### src/rtl/dfetch_pkg.sv
package dfetch_pkg;
    localparam int ADDR_W    = 32;
    localparam int WORD_W    = 32;
    localparam int BE_W      = WORD_W / 8;
    localparam int NUM_WORDS = 2;
    localparam int IDX_W     = $clog2(NUM_WORDS);

    typedef enum logic [1:0] {
        LAYOUT_LEGACY16 = 2'd0,
        LAYOUT_WIDE_A   = 2'd1,
        LAYOUT_WIDE_B   = 2'd2,
        LAYOUT_BURSTABLE = 2'd3
    } layout_e;

    typedef enum logic [2:0] {
        PH_IDLE,
        PH_ADDR,
        PH_TURN,
        PH_DATA,
        PH_GAP,
        PH_DONE
    } phase_e;

    typedef struct packed {
        logic [ADDR_W-1:0] first_off;
        logic [ADDR_W-1:0] second_off;
        logic              burst;
    } plan_t;

    typedef struct packed {
        logic [WORD_W-1:0] dw2;
        logic [WORD_W-1:0] dw1;
        logic [WORD_W-1:0] dw0;
    } desc_t;

    function automatic plan_t make_plan(layout_e lay, logic burst_req);
        plan_t p;
        case (lay)
            LAYOUT_LEGACY16: begin
                p.first_off  = ADDR_W'(4'h0);
                p.second_off = ADDR_W'(4'h4);
                p.burst      = 1'b0;
            end
            LAYOUT_BURSTABLE: begin
                p.first_off  = ADDR_W'(4'h4);
                p.second_off = ADDR_W'(4'h8);
                p.burst      = burst_req;
            end
            default: begin
                p.first_off  = ADDR_W'(4'h4);
                p.second_off = ADDR_W'(4'h0);
                p.burst      = 1'b0;
            end
        endcase
        return p;
    endfunction

    function automatic desc_t unpack_words(layout_e lay,
                                           logic [WORD_W-1:0] w_first,
                                           logic [WORD_W-1:0] w_second);
        desc_t d;
        if (lay == LAYOUT_LEGACY16) begin
            d.dw0 = {8'h00, w_first[23:0]};
            d.dw1 = {w_first[31:24], 8'h00, w_second[15:0]};
            d.dw2 = {16'h0000, w_second[31:16]};
        end else begin
            d.dw0 = w_second;
            d.dw1 = w_first;
            d.dw2 = '0;
        end
        return d;
    endfunction
endpackage

### src/rtl/dfetch_req_latch.sv
module dfetch_req_latch
    import dfetch_pkg::*;
(
    input  logic              clk,
    input  logic              rst,
    input  logic              accept,
    input  logic [ADDR_W-1:0] base_in,
    input  logic [1:0]        layout_in,
    input  logic              burst_in,
    output logic [ADDR_W-1:0] base_q,
    output layout_e           layout_q,
    output plan_t             plan_q
);
    always_ff @(posedge clk) begin
        if (rst) begin
            base_q   <= '0;
            layout_q <= LAYOUT_LEGACY16;
            plan_q   <= '0;
        end else if (accept) begin
            base_q   <= base_in;
            layout_q <= layout_e'(layout_in);
            plan_q   <= make_plan(layout_e'(layout_in), burst_in);
        end
    end
endmodule

### src/rtl/dfetch_phase_fsm.sv
module dfetch_phase_fsm
    import dfetch_pkg::*;
(
    input  logic             clk,
    input  logic             rst,
    input  logic             start,
    input  logic             burst,
    input  logic             tgt_ready,
    output phase_e           phase,
    output logic [IDX_W-1:0] beat,
    output logic             cap_en
);
    localparam logic [IDX_W-1:0] LAST_BEAT = IDX_W'(NUM_WORDS - 1);

    phase_e           phase_n;
    logic [IDX_W-1:0] beat_n;

    always_comb begin
        phase_n = phase;
        beat_n  = beat;
        case (phase)
            PH_IDLE: if (start) begin
                phase_n = PH_ADDR;
                beat_n  = '0;
            end
            PH_ADDR: phase_n = PH_TURN;
            PH_TURN: phase_n = PH_DATA;
            PH_DATA: if (tgt_ready) begin
                if (beat == LAST_BEAT) begin
                    phase_n = PH_DONE;
                end else begin
                    beat_n  = beat + 1'b1;
                    phase_n = burst ? PH_DATA : PH_GAP;
                end
            end
            PH_GAP:  phase_n = PH_ADDR;
            PH_DONE: phase_n = PH_IDLE;
            default: phase_n = PH_IDLE;
        endcase
    end

    always_ff @(posedge clk) begin
        if (rst) begin
            phase <= PH_IDLE;
            beat  <= '0;
        end else begin
            phase <= phase_n;
            beat  <= beat_n;
        end
    end

    assign cap_en = (phase == PH_DATA) && tgt_ready;
endmodule

### src/rtl/dfetch_word_store.sv
module dfetch_word_store
    import dfetch_pkg::*;
(
    input  logic              clk,
    input  logic              rst,
    input  logic              cap_en,
    input  logic [IDX_W-1:0]  cap_idx,
    input  logic [WORD_W-1:0] data_in,
    input  layout_e           layout,
    output desc_t             desc
);
    logic [WORD_W-1:0] words [NUM_WORDS];

    for (genvar i = 0; i < NUM_WORDS; i++) begin : g_word
        always_ff @(posedge clk) begin
            if (rst) begin
                words[i] <= '0;
            end else if (cap_en && (cap_idx == IDX_W'(i))) begin
                words[i] <= data_in;
            end
        end
    end

    assign desc = unpack_words(layout, words[0], words[1]);
endmodule

### src/rtl/desc_fetch_seq.sv
module desc_fetch_seq
    import dfetch_pkg::*;
(
    input  logic              clk,
    input  logic              rst,
    input  logic              req_valid,
    input  logic [ADDR_W-1:0] req_base,
    input  logic [1:0]        req_layout,
    input  logic              req_burst_en,
    output logic              busy,
    output logic              bus_frame,
    output logic              bus_addr_phase,
    output logic              bus_data_phase,
    output logic              bus_rd_cmd,
    output logic [BE_W-1:0]   bus_byte_en,
    output logic [ADDR_W-1:0] bus_ad_out,
    input  logic [WORD_W-1:0] bus_ad_in,
    input  logic              bus_tgt_ready,
    output logic              done,
    output logic [WORD_W-1:0] desc_w0,
    output logic [WORD_W-1:0] desc_w1,
    output logic [WORD_W-1:0] desc_w2
);
    phase_e            phase;
    logic [IDX_W-1:0]  beat;
    logic              cap_en;
    logic              accept;
    logic [ADDR_W-1:0] base_q;
    layout_e           layout_q;
    plan_t             plan_q;
    desc_t             desc;

    assign accept = req_valid && (phase == PH_IDLE);

    dfetch_req_latch u_req (
        .clk       (clk),
        .rst       (rst),
        .accept    (accept),
        .base_in   (req_base),
        .layout_in (req_layout),
        .burst_in  (req_burst_en),
        .base_q    (base_q),
        .layout_q  (layout_q),
        .plan_q    (plan_q)
    );

    dfetch_phase_fsm u_fsm (
        .clk       (clk),
        .rst       (rst),
        .start     (accept),
        .burst     (plan_q.burst),
        .tgt_ready (bus_tgt_ready),
        .phase     (phase),
        .beat      (beat),
        .cap_en    (cap_en)
    );

    dfetch_word_store u_store (
        .clk     (clk),
        .rst     (rst),
        .cap_en  (cap_en),
        .cap_idx (beat),
        .data_in (bus_ad_in),
        .layout  (layout_q),
        .desc    (desc)
    );

    assign busy           = (phase != PH_IDLE);
    assign bus_addr_phase = (phase == PH_ADDR);
    assign bus_data_phase = (phase == PH_DATA);
    assign bus_frame      = (phase == PH_ADDR) || (phase == PH_TURN) || (phase == PH_DATA);
    assign bus_rd_cmd     = bus_frame;
    assign bus_byte_en    = bus_frame ? {BE_W{1'b1}} : {BE_W{1'b0}};
    assign bus_ad_out     = bus_addr_phase
                          ? base_q + ((beat == '0) ? plan_q.first_off : plan_q.second_off)
                          : '0;
    assign done           = (phase == PH_DONE);
    assign desc_w0        = desc.dw0;
    assign desc_w1        = desc.dw1;
    assign desc_w2        = desc.dw2;
endmodule

### config.mk
export PLATFORM = sky130hd
export DESIGN_NAME = desc_fetch_seq
export DESIGN_NICKNAME = d
export VERILOG_FILES = /design/src/rtl/dfetch_pkg.sv /design/src/rtl/dfetch_req_latch.sv /design/src/rtl/dfetch_phase_fsm.sv /design/src/rtl/dfetch_word_store.sv /design/src/rtl/desc_fetch_seq.sv
export SDC_FILE = /design/constraint.sdc
export NUM_CORES = 1
export LEC_CHECK = 0
export ABC_AREA = 1
export BUFFER_PORTS_ARGS = -buffer_cell sky130_fd_sc_hd__buf_2
export CORE_MARGIN = 2
export CORE_UTILIZATION = 52
export CTS_BUF_LIST = sky130_fd_sc_hd__clkbuf_4 sky130_fd_sc_hd__clkbuf_8
export CTS_CLUSTER_DIAMETER = 150
export DETAILED_ROUTE_END_ITERATION = 7
export PLACE_DENSITY = 0.81
export REMOVE_ABC_BUFFERS = 1
export SYNTH_ARGS = -nofsm -noshare
export SYNTH_HDL_FRONTEND = slang
export SYNTH_SLANG_ARGS = --single-unit
export TNS_END_PERCENT = 10
### constraint.sdc
create_clock -name clk -period 4.2 [get_ports clk]
set_input_delay 0.63 -clock clk [delete_from_list [all_inputs] [get_ports clk]]
set_output_delay 0.63 -clock clk [all_outputs]
set_load 0.02 [all_outputs]
* Word level (Yosys, flattened, before mapping) *
Memories as Yosys holds them, arrays and structs flattened.
Index checks and enable logic that the tools add are counted.

storage, ports and cells
  word-level logic and storage cells = 58
  memories kept = 1
  input bits = 71
  RAM bits = 64
  register bits = 103
  output and inout port bits = 138

memory list
  memory         words  width  rd ports  clocked after memory_dff  wr ports  RTL line                 text
  u_store.words  2      32     2         0                         2         dfetch_word_store.sv:12  logic [WORD_W-1:0] words [NUM_WORDS];

operators by class
  muxes and demuxes = 24
  equality and inequality tests = 8
  reductions and logical operators = 13
  add/subtract/negate cells = 2
  bitwise operators = 3

operators with widths
  kind                                                                    number
  32-bit two-way mux                                                      4
  80-bit two-way mux                                                      1
  36-bit case mux with 2 select lines                                     1
  32-bit adder                                                            1
  3-bit case mux with 5 select lines                                      1
  3-bit two-way mux                                                       4
  1-bit two-way mux                                                       11
  3-bit by 2-bit equality test with 1-bit output (second input constant)  2
  3-bit equality test (second input constant)                             2
  1-bit logical AND                                                       4
  2-bit logical NOT                                                       2
  4-bit two-way mux                                                       1
  3-bit by 1-bit equality test with 1-bit output (second input constant)  1
  3-bit logical NOT                                                       1
  3-bit AND reduction                                                     1
  3-bit nonzero test                                                      1
  2-bit equality test (second input constant)                             1
  1-bit logical OR                                                        2
  2-bit by 1-bit != test with 1-bit output (second input constant)        1
  2-bit != test (second input constant)                                   1
  1-bit bitwise OR                                                        2
  1-bit case mux with 2 select lines                                      1
  2-bit AND reduction                                                     1
  2-bit nonzero test                                                      1
  2 further kinds                                                         2

* Logic depth before layout (Yosys ltp) *
  depth in word-level cells = 7
  mapped depth = 13
  mapped depth without buffers = 13

* Hierarchy *
A second synthesis with hierarchy kept.

second synthesis, totals
  cells, all modules = 1249
  area total of the unflattened synthesis = 8599.5 um2

modules (own cells, without submodules)
  module             area an instance (um2)  times used  cells an instance  sequential area each (um2)
  dfetch_word_store  3299.4                  1           390                1921.8
  desc_fetch_seq     3089.2                  1           595                0.0
  dfetch_req_latch   1961.9                  1           225                760.7
  dfetch_phase_fsm   249.0                   1           39                 80.1

* Least setup slack after synthesis *
No wires, ideal clock.

  path type = reg-to-reg
  start = register u_fsm.phase[0]
  end = memory u_store.words[0][0] (enable)
  data required time = 3734 ps
  library setup time = 466 ps
  path buffers = 0
  slack = 521 ps
  cell stages (with the launch flop) = 5
  period minus slack after synthesis = 3679 ps
  arrival = 3213 ps
  cell sequence = dfxtp_1 inv_1 nor3_4 nand2_2 o21ai_0

RTL lines
  what                    RTL line                 text
  from (decl)             dfetch_phase_fsm.sv:9    output phase_e phase,
  from (signal assigned)  dfetch_phase_fsm.sv:47   phase <= phase_n;
  to (decl)               dfetch_word_store.sv:12

* Worst setup path after layout *
  start = register u_fsm.beat
  end = output bus_ad_out[22]

on the way
  word-level cells in the longest chain between the ends = 3

ends and longest elaborated chain
  what                    RTL line                text
  from (decl)             dfetch_phase_fsm.sv:10  output logic [IDX_W-1:0] beat,
  from (signal assigned)  dfetch_phase_fsm.sv:48  beat <= beat_n;
  32-bit two-way mux      desc_fetch_seq.sv:75    ? base_q + ((beat == '0) ? plan_q.first_off : plan_q.second_off)
  32-bit adder            desc_fetch_seq.sv:75
  32-bit two-way mux      desc_fetch_seq.sv:75
  to (decl)               desc_fetch_seq.sv:16    output logic [ADDR_W-1:0] bus_ad_out,

Every way passes these cells.

==> qor.json <==
{
  "synthesis.instances": {"value": 787},
  "final.setup_skew": {"value": 0.0156, "unit": "ns"},
  "globalRouteTotalUtil": {"value": 23.2, "unit": "%"},
  "multiInputGateArea": {"value": 2240, "unit": "sq um"},
  "ys.warnings.count": {"value": 0},
  "post_route_cells_drive_above_1_share": {"value": 23.6, "unit": "%"},
  "drt-wirelength-per-cell": {"value": 13.1, "unit": "um"},
  "synth-compound-area-share": {"value": 11.4, "unit": "%"},
  "worst_path_most_repeated_cell": {"value": "sky130_fd_sc_hd__nand2_1"},
  "grt_start_max_net_pins": {"value": 65},
  "route.vias.total": {"value": 5318},
  "min-delay-start": {"value": "u_req.base_q[1]"},
  "antennaDiodeCount": {"value": 0},
  "synth_fa_ha_area_share": {"value": 0.779, "unit": "%"},
  "synth_top_family_by_area": {"value": "simple AND/OR/NAND/NOR gates"},
  "worstMarginPinSlew": {"value": 1.06, "unit": "ns"},
  "yosys.area.top_type": {"value": "sky130_fd_sc_hd__edfxtp_1"},
  "grt_setup_unrepaired": {"value": "false"},
  "drt_iter0_drc": {"value": 296},
  "post-route-min-period": {"value": 3.47, "unit": "ns"},
  "r2r_slack": {"value": 2.06, "unit": "ns"},
  "clkLatencyLatePin": {"value": 0.37, "unit": "ns"},
  "yosysUniqueCellTypes": {"value": 27},
  "rr_startpoint": {"value": "u_fsm.phase[0]"},
  "vias_per_cell": {"value": 4.86},
  "grt_first_pass_wirelength": {"value": 21.7, "unit": "mm"},
  "ff_latch_area": {"value": 2760, "unit": "sq um"},
  "clockRootBuffer": {"value": "sky130_fd_sc_hd__clkbuf_8"},
  "fin_nets": {"value": 1023},
  "cap_violations": {"value": 0},
  "floorplan.core_area": {"value": 10800, "unit": "sq um"},
  "cts_made_buffers": {"value": 9},
  "cell_area_after_synthesis": {"value": 5780, "unit": "sq um"},
  "num_rows": {"value": 38},
  "setup_violations": {"value": 0},
  "max_slew_margin": {"value": 28.8, "unit": "%"},
  "die_h": {"value": 109, "unit": "um"},
  "crit_type": {"value": "reg -> out"},
  "dpl.hpwl": {"value": 10.5, "unit": "mm"},
  "clock_sink_count": {"value": 106},
  "cts_resizes": {"value": 0},
  "buffer_ports.inserted": {"value": 192},
  "critical_path.max_fanout": {"value": 6},
  "clock_tree.buffer_depth": {"value": 2},
  "drt-pass1-iter-count": {"value": 5},
  "crit_chain": {"value": "inv_1 > nand2_1 > o21ai_0 > ha_1 > fa_1 > nand2_1 > nor2_1 > nand2_1 > nor2_1 > nand3_1 > nand2_1 > nor2_1 > buf_2"},
  "synth-simple-area-share": {"value": 24.6, "unit": "%"},
  "endpoint_kind": {"value": "output pin"},
  "critical_path.slowest_cell": {"value": "sky130_fd_sc_hd__dfxtp_1"},
  "critical_path_required": {"value": 3.57, "unit": "ns"},
  "post-route-drc-count": {"value": 0},
  "drt_wl_total": {"value": 14.3, "unit": "mm"},
  "final-max-slew-violation-count": {"value": 0},
  "timing.hold.worst_endpoint": {"value": "u_req.base_q[1]"},
  "cts_tree": {"value": "built"},
  "number_of_buffer_and_inverter_stages_on_the_critical_path": {"value": 2},
  "synth.ff_latch_count": {"value": 106},
  "post-route-util": {"value": 62.9, "unit": "%"},
  "p_leak": {"value": 3.30, "unit": "nW"},
  "cts.repair_timing.setup_buffer_count": {"value": 0},
  "holdBufCountCts": {"value": 0},
  "place.gp.congestion": {"value": 0.903},
  "category_of_the_worst_setup_path_launch_point": {"value": "flip-flop"},
  "max_freq": {"value": 288, "unit": "MHz"},
  "ranking_of_synthesized_cells_by_area": {"value": "sky130_fd_sc_hd__edfxtp_1 33%, sky130_fd_sc_hd__dfxtp_1 15%, sky130_fd_sc_hd__nor2_1 13%"},
  "report.final.hold_viol_count": {"value": 0},
  "route.antenna.remaining_nets": {"value": 0},
  "hold_slack": {"value": 0.457, "unit": "ns"},
  "yosysSeqAreaShare": {"value": 47.8, "unit": "%"},
  "final.period_utilization": {"value": 82.7, "unit": "%"},
  "fillCellCount": {"value": 990},
  "reg2reg_depth": {"value": 6},
  "worst_r2r_endpoint": {"value": "u_req.base_q[29]"},
  "initial_utilization": {"value": 53.3, "unit": "%"},
  "synth_xor_area_share": {"value": 0.454, "unit": "%"},
  "outcome": {"value": "complete, no violations"},
  "syn_area_per_cell": {"value": 7.35, "unit": "sq um"},
  "whs_path_depth": {"value": 2},
  "critical_path.top_delay_family": {"value": "simple AND/OR/NAND/NOR gates"},
  "yosys-mux-area-fraction": {"value": 0, "unit": "%"},
  "hold_path_class": {"value": "reg -> reg"},
  "critPathMaxStageDelay": {"value": 0.48, "unit": "ns"},
  "die_outline_area": {"value": 12000, "unit": "sq um"},
  "ioPinCount": {"value": 209},
  "crit_start": {"value": "u_fsm.beat"},
  "cts-htree-levels": {"value": 3},
  "path_clk_slew": {"value": 0.10, "unit": "ns"},
  "gr-total-overflow": {"value": 0},
  "vdd.ir_drop.worst": {"value": 0.264, "unit": "mV"},
  "area_growth": {"value": 17.9, "unit": "%"},
  "cp.arrival": {"value": 2.84, "unit": "ns"},
  "grt_antenna_before_repair": {"value": 0},
  "die_width": {"value": 109, "unit": "um"},
  "p_per_area": {"value": 467, "unit": "nW/um^2"},
  "yosysTopAreaCellShare": {"value": 33.2, "unit": "%"},
  "first_global_vias": {"value": 4665}
}
worst reg2reg max path: cells and delay by family (launching register included):
| kind | cells | cell delay (ns) |
|---|---|---|
| compound gates | 2 | 0.47 |
| buf+inv | 1 | 0.46 |
| flops | 1 | 0.35 |
| simple gates | 3 | 0.72 |
cell type report:
cell class                 instances  share of cell area [%]
multi-input combinational        513                    32.9
tap                              140                    2.57
inverter                         123                    6.77
timing repair buffer             196                    14.5
clock inverter                     6                   0.771
sequential                       106                    40.5
clock buffer                      10                    1.93
how the worst max path moves through the flow:
stage	end	slack, ns	depth (start not counted)
6_report	bus_ad_out[22]	0.73	13
5_1_grt	bus_ad_out[12]	0.51	11
4_1_cts	bus_ad_out[22]	0.74	13
3_5_place_dp	bus_ad_out[22]	1.15	13
3_3_place_gp	bus_ad_out[22]	1.20	13
2_1_floorplan	desc_w1[0]	-0.45	3
stage by stage:
step | setup slack (ns) | total power [mW] | cell area, sq um | TNS (ns) | cells
3_3_place_gp | 1.20 | 2.60 | 6630 | 0 | 1078
5_1_grt | 0.511 | 3.39 | 6820 | 0 | 1094
6_report | 0.726 | 3.18 | 6820 | 0 | 1094
3_5_place_dp | 1.15 | 2.62 | 6630 | 0 | 1078
4_1_cts | 0.735 | 3.20 | 6820 | 0 | 1094
2_1_floorplan | -0.449 | 2.17 | 5440 | -10.74 | 742
registers in the layout (all words and copies together), names as in the netlist:
signal,cells
u_fsm.beat,1
u_req.layout_q,2
u_req.base_q,32
u_req.plan_q,4
u_fsm.phase,3
u_store.words,64
cell usage after synthesis (all sizes together):
cell type and number:
conb 1, clkbuf 12, buf 48, ha 2
dfxtp 42, inv 122, edfxtp 64, nor2 196
clkinv 1, nand3 18, nand4 2, nand2 141
xor2 3, fa 1, o31ai 1, o21ai 88
nor3 3, a21oi 42
power by group:
group / switching, mW / total (mW) / internal (mW)
logic: 0.888 / 1.24 / 0.350
registers: 0.114 / 1.35 / 1.24
clock network: 0.362 / 0.592 / 0.230
metal layers:
layer / routed length [um] / track usage [%] / up-vias
li1: - / - / 2721
met1: 6050 / 29.5 / 2354
met2: 6890 / 40.3 / 232
met3: 1260 / 5.10 / 11
met4: 121 / 5.88 / 0
met5: 0 / 0 / -
cells by family after synthesis:
logic type / after synthesis
AOI/OAI and AO/OA: 131
xor gates and xnor gates: 3
adders and majority gates: 3
buffers and inverters: 183
DFF: 106
other: 1
and+or+nand+nor: 360
placed cells by master (no fill, tap or decap), types with 2 or more instances in the layout:
master	netlist	final
sky130_fd_sc_hd__a21oi_1	42	42
sky130_fd_sc_hd__clkinvlp_4	0	2
sky130_fd_sc_hd__nor2_4	1	2
sky130_fd_sc_hd__clkbuf_8	0	9
sky130_fd_sc_hd__o21ai_0	88	86
sky130_fd_sc_hd__nand3_2	3	3
sky130_fd_sc_hd__dfxtp_1	42	42
sky130_fd_sc_hd__ha_1	2	2
sky130_fd_sc_hd__nand2_1	139	139
sky130_fd_sc_hd__nand4_1	2	2
sky130_fd_sc_hd__conb_1	1	16
sky130_fd_sc_hd__nand3_1	15	15
sky130_fd_sc_hd__inv_1	120	120
sky130_fd_sc_hd__buf_2	5	192
sky130_fd_sc_hd__inv_2	2	2
sky130_fd_sc_hd__buf_4	29	4
sky130_fd_sc_hd__edfxtp_1	64	64
sky130_fd_sc_hd__clkinv_4	0	3
sky130_fd_sc_hd__nor2_1	194	193
sky130_fd_sc_hd__nor3_1	2	2
sky130_fd_sc_hd__xor2_1	3	3
sky130_fd_sc_hd__nand2_2	2	2
sky130_fd_sc_hd__o21ai_4	0	2
Power figures use the tool's default switching activity.
